<file path="src/rtl/status_flag_pkg.sv">
package status_flag_pkg;

  localparam int SF_DW  = 8;
  localparam int SF_MSB = SF_DW - 1;

  typedef enum logic [2:0] {
    FCMD_NONE  = 3'd0,
    FCMD_CLR_C = 3'd1,
    FCMD_SET_C = 3'd2,
    FCMD_CLR_I = 3'd3,
    FCMD_SET_I = 3'd4,
    FCMD_CLR_D = 3'd5,
    FCMD_SET_D = 3'd6,
    FCMD_CLR_V = 3'd7
  } flag_cmd_e;

  typedef struct packed {
    logic n;
    logic v;
    logic d;
    logic i;
    logic z;
    logic c;
  } flags_t;

  function automatic logic is_zero(input logic [SF_MSB:0] val);
    return (val == '0);
  endfunction

  // Sign overflow: addends agree in sign, result disagrees.
  function automatic logic signed_ovf(input logic [SF_MSB:0] a,
                                      input logic [SF_MSB:0] b,
                                      input logic            sub,
                                      input logic [SF_MSB:0] r);
    logic [SF_MSB:0] b_eff;
    b_eff = sub ? ~b : b;
    return (a[SF_MSB] == b_eff[SF_MSB]) && (r[SF_MSB] != a[SF_MSB]);
  endfunction

  function automatic logic [SF_MSB:0] status_image(input flags_t f,
                                                   input logic   b_bit);
    return {f.n, f.v, 1'b1, b_bit, f.d, f.i, f.z, f.c};
  endfunction

endpackage

</file>
<file path="src/rtl/sov_edge_sync.sv">
module sov_edge_sync #(
  parameter int STAGES = 2
) (
  input  logic clk,
  input  logic rst_n,
  input  logic pin_n,
  output logic fall_o
);
  localparam int LAST = STAGES - 1;

  logic [LAST:0] chain;
  logic          last_q;

  generate
    if (STAGES == 1) begin : g_single
      always_ff @(posedge clk or negedge rst_n) begin
        if (!rst_n) chain <= '1;
        else        chain <= pin_n;
      end
    end else begin : g_multi
      always_ff @(posedge clk or negedge rst_n) begin
        if (!rst_n) chain <= '1;
        else        chain <= {chain[LAST-1:0], pin_n};
      end
    end
  endgenerate

  always_ff @(posedge clk or negedge rst_n) begin
    if (!rst_n) last_q <= 1'b1;
    else        last_q <= chain[LAST];
  end

  assign fall_o = last_q & ~chain[LAST];
endmodule

</file>
<file path="src/rtl/flag_next.sv">
module flag_next
  import status_flag_pkg::*;
(
  input  flags_t          cur,
  input  logic            ld_en,
  input  logic [SF_MSB:0] ld_val,
  input  logic            arith_en,
  input  logic            arith_sub,
  input  logic [SF_MSB:0] arith_a,
  input  logic [SF_MSB:0] arith_b,
  input  logic [SF_MSB:0] arith_res,
  input  logic            arith_cout,
  input  logic            bit_en,
  input  logic [SF_MSB:0] bit_mem,
  input  logic [SF_MSB:0] bit_acc,
  input  flag_cmd_e       cmd,
  input  logic            pull_en,
  input  logic [SF_MSB:0] pull_val,
  input  logic            so_fall,
  output flags_t          nxt,
  output logic            sel_pull,
  output logic            sel_arith,
  output logic            sel_bit,
  output logic            sel_ld,
  output logic            sel_cmd
);
  always_comb begin
    sel_pull  = pull_en;
    sel_arith = arith_en & ~pull_en;
    sel_bit   = bit_en & ~pull_en & ~arith_en;
    sel_ld    = ld_en & ~pull_en & ~arith_en & ~bit_en;
    sel_cmd   = ~pull_en & ~arith_en & ~bit_en & ~ld_en;
  end

  always_comb begin
    nxt = cur;
    if (sel_pull) begin
      nxt.n = pull_val[7];
      nxt.v = pull_val[6];
      nxt.d = pull_val[3];
      nxt.i = pull_val[2];
      nxt.z = pull_val[1];
      nxt.c = pull_val[0];
    end else if (sel_arith) begin
      nxt.n = arith_res[SF_MSB];
      nxt.z = is_zero(arith_res);
      nxt.c = arith_cout;
      nxt.v = signed_ovf(arith_a, arith_b, arith_sub, arith_res);
    end else if (sel_bit) begin
      nxt.n = bit_mem[SF_MSB];
      nxt.v = bit_mem[SF_MSB-1];
      nxt.z = is_zero(bit_mem & bit_acc);
    end else if (sel_ld) begin
      nxt.n = ld_val[SF_MSB];
      nxt.z = is_zero(ld_val);
    end else begin
      unique case (cmd)
        FCMD_CLR_C: nxt.c = 1'b0;
        FCMD_SET_C: nxt.c = 1'b1;
        FCMD_CLR_I: nxt.i = 1'b0;
        FCMD_SET_I: nxt.i = 1'b1;
        FCMD_CLR_D: nxt.d = 1'b0;
        FCMD_SET_D: nxt.d = 1'b1;
        FCMD_CLR_V: nxt.v = 1'b0;
        default:    nxt = cur;
      endcase
    end
    if (so_fall) nxt.v = 1'b1;
  end
endmodule

</file>
<file path="src/rtl/push_image.sv">
module push_image
  import status_flag_pkg::*;
(
  input  flags_t          flags,
  input  logic            brk_push,
  output logic [SF_MSB:0] status_o,
  output logic [SF_MSB:0] push_o
);
  assign status_o = status_image(flags, 1'b0);
  assign push_o   = status_image(flags, brk_push);
endmodule

</file>
<file path="src/rtl/status_flag_reg.sv">
module status_flag_reg
  import status_flag_pkg::*;
#(
  parameter int   SYNC_STAGES    = 2,
  parameter logic RESET_IRQ_MASK = 1'b1
) (
  input  logic       clk,
  input  logic       rst_n,
  input  logic       ld_en,
  input  logic [7:0] ld_val,
  input  logic       arith_en,
  input  logic       arith_sub,
  input  logic [7:0] arith_a,
  input  logic [7:0] arith_b,
  input  logic [7:0] arith_res,
  input  logic       arith_cout,
  input  logic       bit_en,
  input  logic [7:0] bit_mem,
  input  logic [7:0] bit_acc,
  input  logic [2:0] flag_cmd,
  input  logic       pull_en,
  input  logic [7:0] pull_val,
  input  logic       so_n,
  input  logic       brk_push,
  output logic [7:0] flags_o,
  output logic [7:0] push_byte_o
);
  localparam flags_t RESET_FLAGS = '{n: 1'b0, v: 1'b0, d: 1'b0,
                                     i: RESET_IRQ_MASK, z: 1'b0, c: 1'b0};

  flags_t flags_q;
  flags_t flags_d;
  logic   so_fall;
  logic   sel_pull, sel_arith, sel_bit, sel_ld, sel_cmd;

  sov_edge_sync #(.STAGES(SYNC_STAGES)) u_sov (
    .clk    (clk),
    .rst_n  (rst_n),
    .pin_n  (so_n),
    .fall_o (so_fall)
  );

  flag_next u_next (
    .cur        (flags_q),
    .ld_en      (ld_en),
    .ld_val     (ld_val),
    .arith_en   (arith_en),
    .arith_sub  (arith_sub),
    .arith_a    (arith_a),
    .arith_b    (arith_b),
    .arith_res  (arith_res),
    .arith_cout (arith_cout),
    .bit_en     (bit_en),
    .bit_mem    (bit_mem),
    .bit_acc    (bit_acc),
    .cmd        (flag_cmd_e'(flag_cmd)),
    .pull_en    (pull_en),
    .pull_val   (pull_val),
    .so_fall    (so_fall),
    .nxt        (flags_d),
    .sel_pull   (sel_pull),
    .sel_arith  (sel_arith),
    .sel_bit    (sel_bit),
    .sel_ld     (sel_ld),
    .sel_cmd    (sel_cmd)
  );

  always_ff @(posedge clk or negedge rst_n) begin
    if (!rst_n) flags_q <= RESET_FLAGS;
    else        flags_q <= flags_d;
  end

  push_image u_img (
    .flags    (flags_q),
    .brk_push (brk_push),
    .status_o (flags_o),
    .push_o   (push_byte_o)
  );
endmodule

</file>
<file path="config.mk">
export PLATFORM = sky130hd
export DESIGN_NAME = status_flag_reg
export DESIGN_NICKNAME = d
export VERILOG_FILES = /design/src/rtl/status_flag_pkg.sv /design/src/rtl/sov_edge_sync.sv /design/src/rtl/flag_next.sv /design/src/rtl/push_image.sv /design/src/rtl/status_flag_reg.sv
export SDC_FILE = /design/constraint.sdc
export NUM_CORES = 1
export LEC_CHECK = 0
export ABC_AREA = 1
export CAP_MARGIN = 15
export CORE_MARGIN = 1.5
export CORE_UTILIZATION = 30
export DETAILED_ROUTE_END_ITERATION = 12
export GPL_TIMING_DRIVEN = 0
export HOLD_SLACK_MARGIN = 0.03
export PLACE_DENSITY = 0.86
export SLEW_MARGIN = 20
export SYNTH_ARGS = -nofsm -noshare
export SYNTH_HDL_FRONTEND = slang
export SYNTH_SLANG_ARGS = --single-unit
</file>
<file path="constraint.sdc">
create_clock -name clk -period 1.84 [get_ports clk]
set_input_delay 0.184 -clock clk [delete_from_list [all_inputs] [get_ports clk]]
set_output_delay 0.184 -clock clk [all_outputs]
set_load 0.1 [all_outputs]
</file>
==> results of run 1 <==
## cell usage in the layout, fill, tap and decap left out, types with 2 or more instances in the layout
cell / n
dlygate4sd2_1: 10
nand4_1: 2
dfrtp_1: 5
clkbuf_4: 3
dfstp_2: 4
o21ai_0: 2
nor2_1: 20
buf_4: 11
inv_1: 10
nor2_4: 2
nand2_1: 33
clkdlybuf4s50_1: 51
a21oi_1: 5
inv_2: 3
nand3_1: 10
o21ai_1: 5
conb_1: 3
## Yosys cell counts, types with 2 or more instances
cell / count / area share [%]
inv_2: 3 / 1.4
nand2_1: 33 / 16
o21ai_0: 2 / 1.3
dfstp_2: 4 / 14
nor2_4: 2 / 2.9
buf_4: 10 / 9.6
nand4_1: 2 / 1.6
o21ai_1: 5 / 3.2
conb_1: 2 / 0.96
inv_1: 10 / 4.8
dfrtp_1: 5 / 16
nor2_1: 20 / 9.6
a21oi_1: 5 / 3.2
nand3_1: 10 / 6.4
## metrics by stage
step,setup TNS [ps],cell area (µm²),hold slack (ps),total power [mW]
after global routing,0,1460,228,1.03
after floorplan,0,782,-112,0.656
after global placement,-72.3,1450,346,0.855
after detailed placement,-79.2,1450,347,0.863
after CTS,0,1460,224,0.991
final,0,1460,215,0.983
## per-layer routing
| layer | up-vias | track usage (%) |
|---|---|---|
| met5 | - | 0 |
| met2 | 54 | 34.1 |
| met4 | 0 | 2.99 |
| met3 | 0 | 3.89 |
| met1 | 432 | 17.6 |
| li1 | 514 | - |
## state kept, by name, indices dropped and copies added, names as in the netlist
signal,cells
u_sov.chain,2
flags_q,6
u_sov.last_q,1
## how the worst min path moves through the flow
stage,slack (ps),start,endpoint,depth (start not counted)
floorplan,-110,rst_n,flags_q[0],0
global placement,350,u_sov.chain[0],u_sov.chain[1],0
detailed placement,350,u_sov.chain[0],u_sov.chain[1],0
CTS,220,rst_n,flags_q[0],1
global route,230,rst_n,flags_q[0],1
finish,210,rst_n,flags_q[0],1
## where the power goes
group	internal, mW	leakage, nW	total [mW]	switching (mW)
clock	0.0834	0.0150	0.149	0.0658
sequential	0.225	0.102	0.240	0.0155
combinational	0.191	0.572	0.594	0.404
## cells by family after synthesis
group / Yosys count / synth area share, %
XOR/XNOR: 1 / 1.13
other: 2 / 0.965
AND/OR/NAND/NOR: 71 / 40.2
flip-flops: 9 / 29.6
buffers and inverters: 24 / 17.4
AO/OA/AOI/OAI: 15 / 10.8
## cell type report
class / instances / area (µm²) / area share [%]
buffer: 11 / 86.3 / 5.91
clock buffer: 4 / 26.3 / 1.80
inverter: 13 / 48.8 / 3.34
multi-input combinational: 90 / 417 / 28.5
sequential: 9 / 230 / 15.8
tap: 30 / 37.5 / 2.57
timing repair buffer: 63 / 616 / 42.1
==> results.md, run 1 <==
- CTS sink cnt: 9
- CORE AREA: around 2500 µm²
- Post-CTS setup buffers: 0
- GR Util All Layers: 17.0%
- Critical Path End Type: output port
- Crit-path leading delay family: buffers and inverters
- DR WL/cell: 10.6 µm
- Buf/Inv on CP: 1
- Worst Tran Pin Value: 956 ps
- CTS HTree Levels: 1
- R2R cell count: 3
- Setup Skew: 2.51 ps
- Met2 routed WL: around 1.2 mm
- Initial Util: a little under a third
- Hold-fix buffers at CTS: 0
- Worst reg2reg path endpoint: flags_q[4]
- Sequential-to-total area share from yosys stat: 29.6%
- Initial antenna violation count: 0
- First-pass GRT wire length: 3.67 mm
- Post-Place Cells: 216
- Highest metal used: met3
- # diodes: 0
- Fillers: 235
- Post-CTS sizing: 14
- Post-layout util: 59.5%
- Nets@finish: 260
- Crit share post-route: between 90 and 100%
- Pwr dens: 673 nW/µm²
- Placement Rows: 18
- CP startpoint kind: register
- Rel. slew slack: 36.1%
- Status: completed
- Worst-path fanout max: 3
- Max-slew violations: 0
- Yosys cell types: 23
- Mapped Area: 778 µm²
- Fin. Hold Viols: 0
- DP Wirelength: 2.02 mm
- CP endpoint: flags_o[2]
- Crit path largest cell delay: between 800 and 900 ps
- Min Tclk post-route: 1800 ps
- 1st-iter DRT viols: 11
- Vias in the first global route: 999
- Total stage count of the critical path: 1
- RSZ-0062 raised after global routing: false
- Register-to-register setup slack: 900 ps
- Setup violators final: 0
- Clk buf depth: 2
- Synth Instances: 122
- Slowest CP cell: clkdlybuf4s15_1
- Crit path cell chain: clkdlybuf4s15_1
- Routed WL: 2.34 mm
- Primary FF master, synth: dfrtp_1
- Root Buffer: clkbuf_4
- Post-route ant nets: 0
- Vias per inst: 4.55
- Share of cells above drive strength 1: 14.7%
- Port Buf Inserts: 63
- Die Ht: 53.9 µm
- Largest net degree at the start of global routing: 11
- Grt ovf: 0
- DR WL met3: 241 µm
- Pre-CTS setup slack: -79.2 ps
- YS warnings: 0
- Min-Delay Path Class: primary input to asynchronous set/reset pin
- Register bit total from synthesis: 9
- # DRC: 0
- Post-synth ARST share: 100%
- Final GP Congestion: around 0.8
- Clock latency on the worst-skew pair: about 250 ps
- Syn_area_per_cell: 6.38 µm²
- Worst endpoint required time: between 1500 and 2000 ps
- Met1 wire length: 896 µm
- TritonCTS buffer count: 3
- DR pass1 iterations: 4
- CTS tree: done
- Critical path launch point: flags_q[2]
- Vias after detailed routing: 1000
- Non-filler instance count after layout: 220
- WS Path Type: register to output port
- Die outline area: 2910 µm²
- Worst vdd rail ir drop: between 0.5 and 0.6 mV
- Max Fclk: 556 MHz
- Number of synthesized flops with an enable pin: 0
- Width of the die: 53.9 µm
- P_leak: 0.689 nW
- Io pins: between 80 and 90
- Max-Cap Viols: 0
- Crit path DAT: 1620 ps
- Area growth syn-to-layout: 87.8%
- Crit Reg-Reg Startpoint: u_sov.chain[1]
- Final worst setup slack: ~41 ps
- Worst-path clk slew: 60 ps
Note: power is estimated with default switching activity, not from simulation.
==> run 2, diff against run 1 <==
--- a/config.mk
+++ b/config.mk
@@ -5,14 +5,14 @@
 export SDC_FILE = /design/constraint.sdc
 export NUM_CORES = 1
 export LEC_CHECK = 0
-export ABC_AREA = 1
 export CAP_MARGIN = 15
 export CORE_MARGIN = 1.5
-export CORE_UTILIZATION = 30
+export CORE_UTILIZATION = 28
 export DETAILED_ROUTE_END_ITERATION = 12
 export GPL_TIMING_DRIVEN = 0
 export HOLD_SLACK_MARGIN = 0.03
-export PLACE_DENSITY = 0.86
+export PLACE_DENSITY = 0.85
+export SKIP_LAST_GASP = 1
 export SLEW_MARGIN = 20
 export SYNTH_ARGS = -nofsm -noshare
 export SYNTH_HDL_FRONTEND = slang
==> results.md, run 2 <==
- Fin. Hold Viols: 0
- Crit share post-route: about 96%
- First-pass GRT wire length: around 3.4 mm
- Worst vdd rail ir drop: 0.476 mV
- Final instance area: about 1400 µm²
- Post-Place Cells: 174
- Regs by FF count: flags_q x6, u_sov.chain x2, u_sov.last_q x1
- Nets@finish: approximately 220
- TritonCTS buffer count: 3
- Max-Cap Viols: 0
- # diodes: 0
- Die Ht: 53.2 µm
- Vias in the first global route: between 700 and 800
- Post-layout util: 56.8%
- Worst-path fanout max: 4
- Crit path DAT: 1580 ps
- Largest net degree at the start of global routing: 11
- Syn_area_per_cell: 8.82 µm²
- DP Wirelength: 1.88 mm
- Status: completed
- GR Util All Layers: 16.7%
- Worst-path clk slew: 60 ps
- Die outline area: 2830 µm²
- Post-CTS sizing: 13
- Setup violators final: 0
- Area growth syn-to-layout: 95.9%
- Final GP Congestion: 0.797
- Most frequent cells after synthesis: buf_4, nand2_1, dfrtp_1
- Setup Skew: 1.10 ps
- Initial Util: 29.0%
- Vias per inst: ~4.7
- DR pass1 iterations: 4
- Root Buffer: clkbuf_4
- Largest Register: flags_q
- Critical Path End Type: output port
- Placement Rows: 18
- Min Tclk post-route: 1760 ps
- Sequential-to-total area share from yosys stat: 32.6%
- Non-filler instance count after layout: 178
- Mapped Area: 706 µm²
- Post-synth top area share: 17.7%
- Worst endpoint required time: between 1500 and 2000 ps
- Worst Tran Pin Value: a little under 1000 ps
- CTS HTree Levels: 1
- DR WL/cell: 12.2 µm
- Commonest non-fill, non-tap cell in the layout: clkdlybuf4s50_1
- WS Path Type: register to output port
- Vias after detailed routing: 838
- Fillers: 224
- Post-route ant nets: 0
- Cell taking the most area after synthesis: dfrtp_1
- Setup_tns: 0 ps
- Number of synthesized flops with an enable pin: 0
- RSZ-0062 raised after global routing: false
- 1st-iter DRT viols: 12
- Rel. slew slack: 35.5%
- Synth top area cells: dfrtp_1, dfstp_2, buf_4
- Synth Instances: 80
- Final worst setup slack: 77.3 ps
- Clock latency on the worst-skew pair: 260 ps
- Hold-fix buffers at CTS: 0
- P_leak: 0.592 nW
- Port Buf Inserts: between 60 and 70
- Yosys cell types: 34
- Clk buf depth: 2
- Grt ovf: 0
- Width of the die: ~53 µm
- Most common cell in the synthesized netlist: buf_4
- CTS tree: done
- Pwr dens: a little over 600 nW/µm²
- Pre-CTS setup slack: -96.1 ps
- CTS sink cnt: 9
- Register bit total from synthesis: 9
- Initial antenna violation count: 0
- Placement Cell Area: between 1000 and 1500 µm²
- Post-CTS setup buffers: 0
- Commonest non-fill, non-tap cells in the layout: clkdlybuf4s50_1, buf_4, dlygate4sd2_1
- Share of cells above drive strength 1: 15.5%
- # DRC: 0
- Routed WL: 2.17 mm
- Max-slew violations: 0
- Post-synth ARST share: 100%
- Io pins: 85
- Min-Delay Path Class: primary input to register
- Max Fclk: 567 MHz
- YS warnings: 0
- CORE AREA: 2430 µm²
- Primary FF master, synth: dfrtp_1
- Largest register FFs: 6
- CP startpoint kind: register
run 2: cell count changes in the layout (fill, tap and decap cells not counted), sizes merged, moves of 3 or more:
| cell | previous run | this run |
|---|---|---|
| inv | 13 | 4 |
| mux2i | 0 | 3 |
| nand2 | 35 | 8 |
| nand3 | 10 | 1 |
| nor2 | 23 | 4 |
| nor4 | 0 | 4 |
| o21ai | 8 | 5 |
run 2: logic make-up after synthesis:
family / count (synthesis) / share of synthesized area, %
buffers and inverters: 17 / 16.1
DFF: 9 / 32.6
muxes: 3 / 4.26
other: 2 / 1.06
xor gates and xnor gates: 2 / 2.48
AOI/OAI and AO/OA: 22 / 22.5
and+or+nand+nor: 25 / 20.9
run 2: path summary, 6_finish.rpt:
kind / startpoint / cells past startpoint / end / slack, ps
setup / recovery: flags_q[3] / 2 / push_byte_o[3] / 80
hold / removal: bit_en / 3 / flags_q[1] / 210
setup reg to reg: u_sov.chain[1] / 2 / flags_q[4] / 840
hold reg to reg: u_sov.chain[0] / 0 / u_sov.chain[1] / 360
max in group asynchronous: rst_n / 1 / u_sov.chain[0] / 1300
min in group asynchronous: rst_n / 1 / flags_q[3] / 220
run 2: metrics by stage:
stage | total power [mW] | hold slack (ps)
after global routing | 0.896 | 235
final | 0.848 | 209
after floorplan | 0.538 | -112
after CTS | 0.859 | 204
after detailed placement | 0.722 | 347
after global placement | 0.715 | 345
run 2: worst max-delay path, stage by stage (launching register included):
cell	delay, ps
dfrtp_1	390
buf_4	120
clkdlybuf4s15_1	800
run 2: routing by layer:
layer	global-route usage (%)	share of wire [%]
met1	15.8	34
met2	33.1	57
met3	6.50	9.1
met4	3.42	0.18
met5	0	0
run 2: report_power, final:
group          internal (mW)  total (mW)  switching, mW  leakage (nW)
combinational          0.171       0.469          0.298         0.475
sequential             0.218       0.229         0.0113         0.102
clock                 0.0834       0.150         0.0667        0.0150
run 2: area by class of cell:
| cell class | instances | area, µm² | share of cell area [%] |
|---|---|---|---|
| repair buffers | 63 | 609 | 44.1 |
| flip-flops and latches | 9 | 230 | 16.7 |
| plain buffers | 13 | 98.8 | 7.15 |
| well taps | 30 | 37.5 | 2.71 |
| inverters | 4 | 15.0 | 1.09 |
| clock buffers | 4 | 26.3 | 1.90 |
| multi-input cells | 55 | 365 | 26.4 |
==> run 3, diff against run 2 <==
--- a/config.mk
+++ b/config.mk
@@ -6,12 +6,14 @@
 export NUM_CORES = 1
 export LEC_CHECK = 0
 export CAP_MARGIN = 15
+export CELL_PAD_IN_SITES_DETAIL_PLACEMENT = 2
+export CELL_PAD_IN_SITES_GLOBAL_PLACEMENT = 2
 export CORE_MARGIN = 1.5
-export CORE_UTILIZATION = 28
+export CORE_UTILIZATION = 13
 export DETAILED_ROUTE_END_ITERATION = 12
 export GPL_TIMING_DRIVEN = 0
 export HOLD_SLACK_MARGIN = 0.03
-export PLACE_DENSITY = 0.85
+export PLACE_DENSITY_LB_ADDON = 0.1
 export SKIP_LAST_GASP = 1
 export SLEW_MARGIN = 20
 export SYNTH_ARGS = -nofsm -noshare
==> results.md, run 3 (same netlist as run 2, synthesis figures left out) <==
- Commonest non-fill, non-tap cells in the layout: clkdlybuf4s50_1, buf_4, dlygate4sd2_1
- Fin. Hold Viols: 0
- Placement Cell Area: 1430 µm²
- 1st-iter DRT viols: 12
- Pwr Total: ~0.94 mW
- Rel. slew slack: a little over a third
- Worst Tran Pin Value: 974 ps
- # diodes: 0
- DR pass1 iterations: 4
- Placement Rows: 26
- Setup Skew: ~0.17 ps
- Routed WL: 2.95 mm
- Vias per inst: 4.00
- Crit path largest cell delay: 830 ps
- Slowest CP cell: clkdlybuf4s15_1
- CORE AREA: between 5000 and 6000 µm²
- Crit share post-route: 97.9%
- CTS tree: done
- CP startpoint kind: register
- Crit path cell chain: clkdlybuf4s15_1
- Min-Delay Path Class: primary input to asynchronous set/reset pin
- Share of cells above drive strength 1: 14.9%
- # DRC: 0
- Root Buffer: clkbuf_8
- Critical path launch point: flags_q[2]
- Commonest non-fill, non-tap cell in the layout: clkdlybuf4s50_1
- Final instance area: 1460 µm²
- Min Tclk post-route: ~1800 ps
- WS Path Type: register to output port
- Register-to-register setup slack: around 830 ps
- Vias in the first global route: 962
- Non-filler instance count after layout: 218
- Post-route ant nets: 0
- RSZ-0062 raised after global routing: false
- DR WL/cell: 13.5 µm
- Die Ht: 76.7 µm
- Clock latency on the worst-skew pair: 230 ps
- Grt ovf: 0
- DP Wirelength: 2.53 mm
- Post-Place Cells: 214
- Largest Register: flags_q
- Largest net degree at the start of global routing: 11
- Max-Cap Viols: 0
- Status: completed
- Worst endpoint required time: 1660 ps
- Vias after detailed routing: 871
- Crit Reg-Reg Startpoint: u_sov.chain[1]
- Worst-path fanout max: 4
- Max Fclk: 555 MHz
- Worst reg2reg path endpoint: flags_q[4]
- Io pins: 85
- Nets@finish: 218
- R2R cell count: 2
- Critical Path End Type: output port
- Crit path DAT: 1620 ps
- Width of the die: 76.7 µm
- Port Buf Inserts: 63
- First-pass GRT wire length: 4.90 mm
- Post-CTS setup buffers: 0
- Initial Util: a little over an eighth
- CTS HTree Levels: 1
- P_leak: 0.601 nW
- Largest register FFs: 6
- Hold-fix buffers at CTS: 0
- Clk buf depth: 2
- TritonCTS buffer count: 3
- Worst-path clk slew: 50 ps
- Max-slew violations: 0
- CTS sink cnt: 9
- Pwr dens: 646 nW/µm²
- Final worst setup slack: 39.2 ps
- Initial antenna violation count: 0
- Buf/Inv on CP: 1
- GR Util All Layers: 10.6%
- Setup violators final: 0
- Regs by FF count: flags_q x6, u_sov.chain x2, u_sov.last_q x1
- Pre-CTS setup slack: -109 ps
- Crit-path leading delay family: buffers and inverters
- Worst vdd rail ir drop: between 0.2 and 0.3 mV
- Area growth syn-to-layout: 106%
- Die outline area: 5880 µm²
- Final GP Congestion: 0.725
[run 3: cell types whose count changed in the layout (fill, tap and decap cells not counted)]
| cell | before | now |
|---|---|---|
| clkbuf_8 | 0 | 3 |
| clkbuf_4 | 3 | 0 |
| dlygate4sd2_1 | 9 | 10 |
| clkbuf_2 | 2 | 1 |
[run 3: worst max path at each step]
stage	cells after the start	endpoint
finish	1	flags_o[2]
global route	1	flags_o[2]
CTS	2	push_byte_o[2]
detailed placement	2	push_byte_o[2]
global placement	2	push_byte_o[2]
floorplan	1	push_byte_o[3]
[run 3: where the power goes]
group / switching (mW) / internal, mW
Sequential: 0.0119 / 0.219
Combinational: 0.303 / 0.172
Clock: 0.0835 / 0.151
Total: 0.399 / 0.542
[run 3: area by class of cell]
| type | count | area, µm² |
|---|---|---|
| Buffer | 13 | 98.8 |
| Sequential cell | 9 | 230 |
| Timing Repair Buffer | 63 | 613 |
| Clock buffer | 4 | 45.0 |
| Fill cell | 593 | 3720 |
| Tap cell | 70 | 87.6 |
| Multi-Input combinational cell | 55 | 365 |
| Inverter | 4 | 15.0 |
[run 3: worst reg2reg max path: stages (launching register included)]
cell and delay (ps):
dfstp_2 520, inv_1 40, a221o_1 340
[run 3: through the flow]
step | hold WS [ps] | TNS (ps) | utilization, %
global route | 302 | 0 | 28.1
finish | 261 | 0 | 28.1
CTS | 279 | -89.8 | 28.2
detailed placement | 350 | -139 | 27.6
global placement | 346 | -121 | 27.6
floorplan | -112 | 0 | -
[run 3: what timing repair did]
action / CTS / global route
hold endpoints to repair: 0 / 0
endpoints found under the setup margin: 12 / 1
gates resized for setup: 13 / 2
[run 3: metal layers]
layer  up-vias  track usage [%]  wire length (µm)
met5         -                0                 0
met4         0             3.33                30
met3         4             2.50               169
met2        32             18.9              1530
met1       417             12.5              1220
li1        418                -                 -
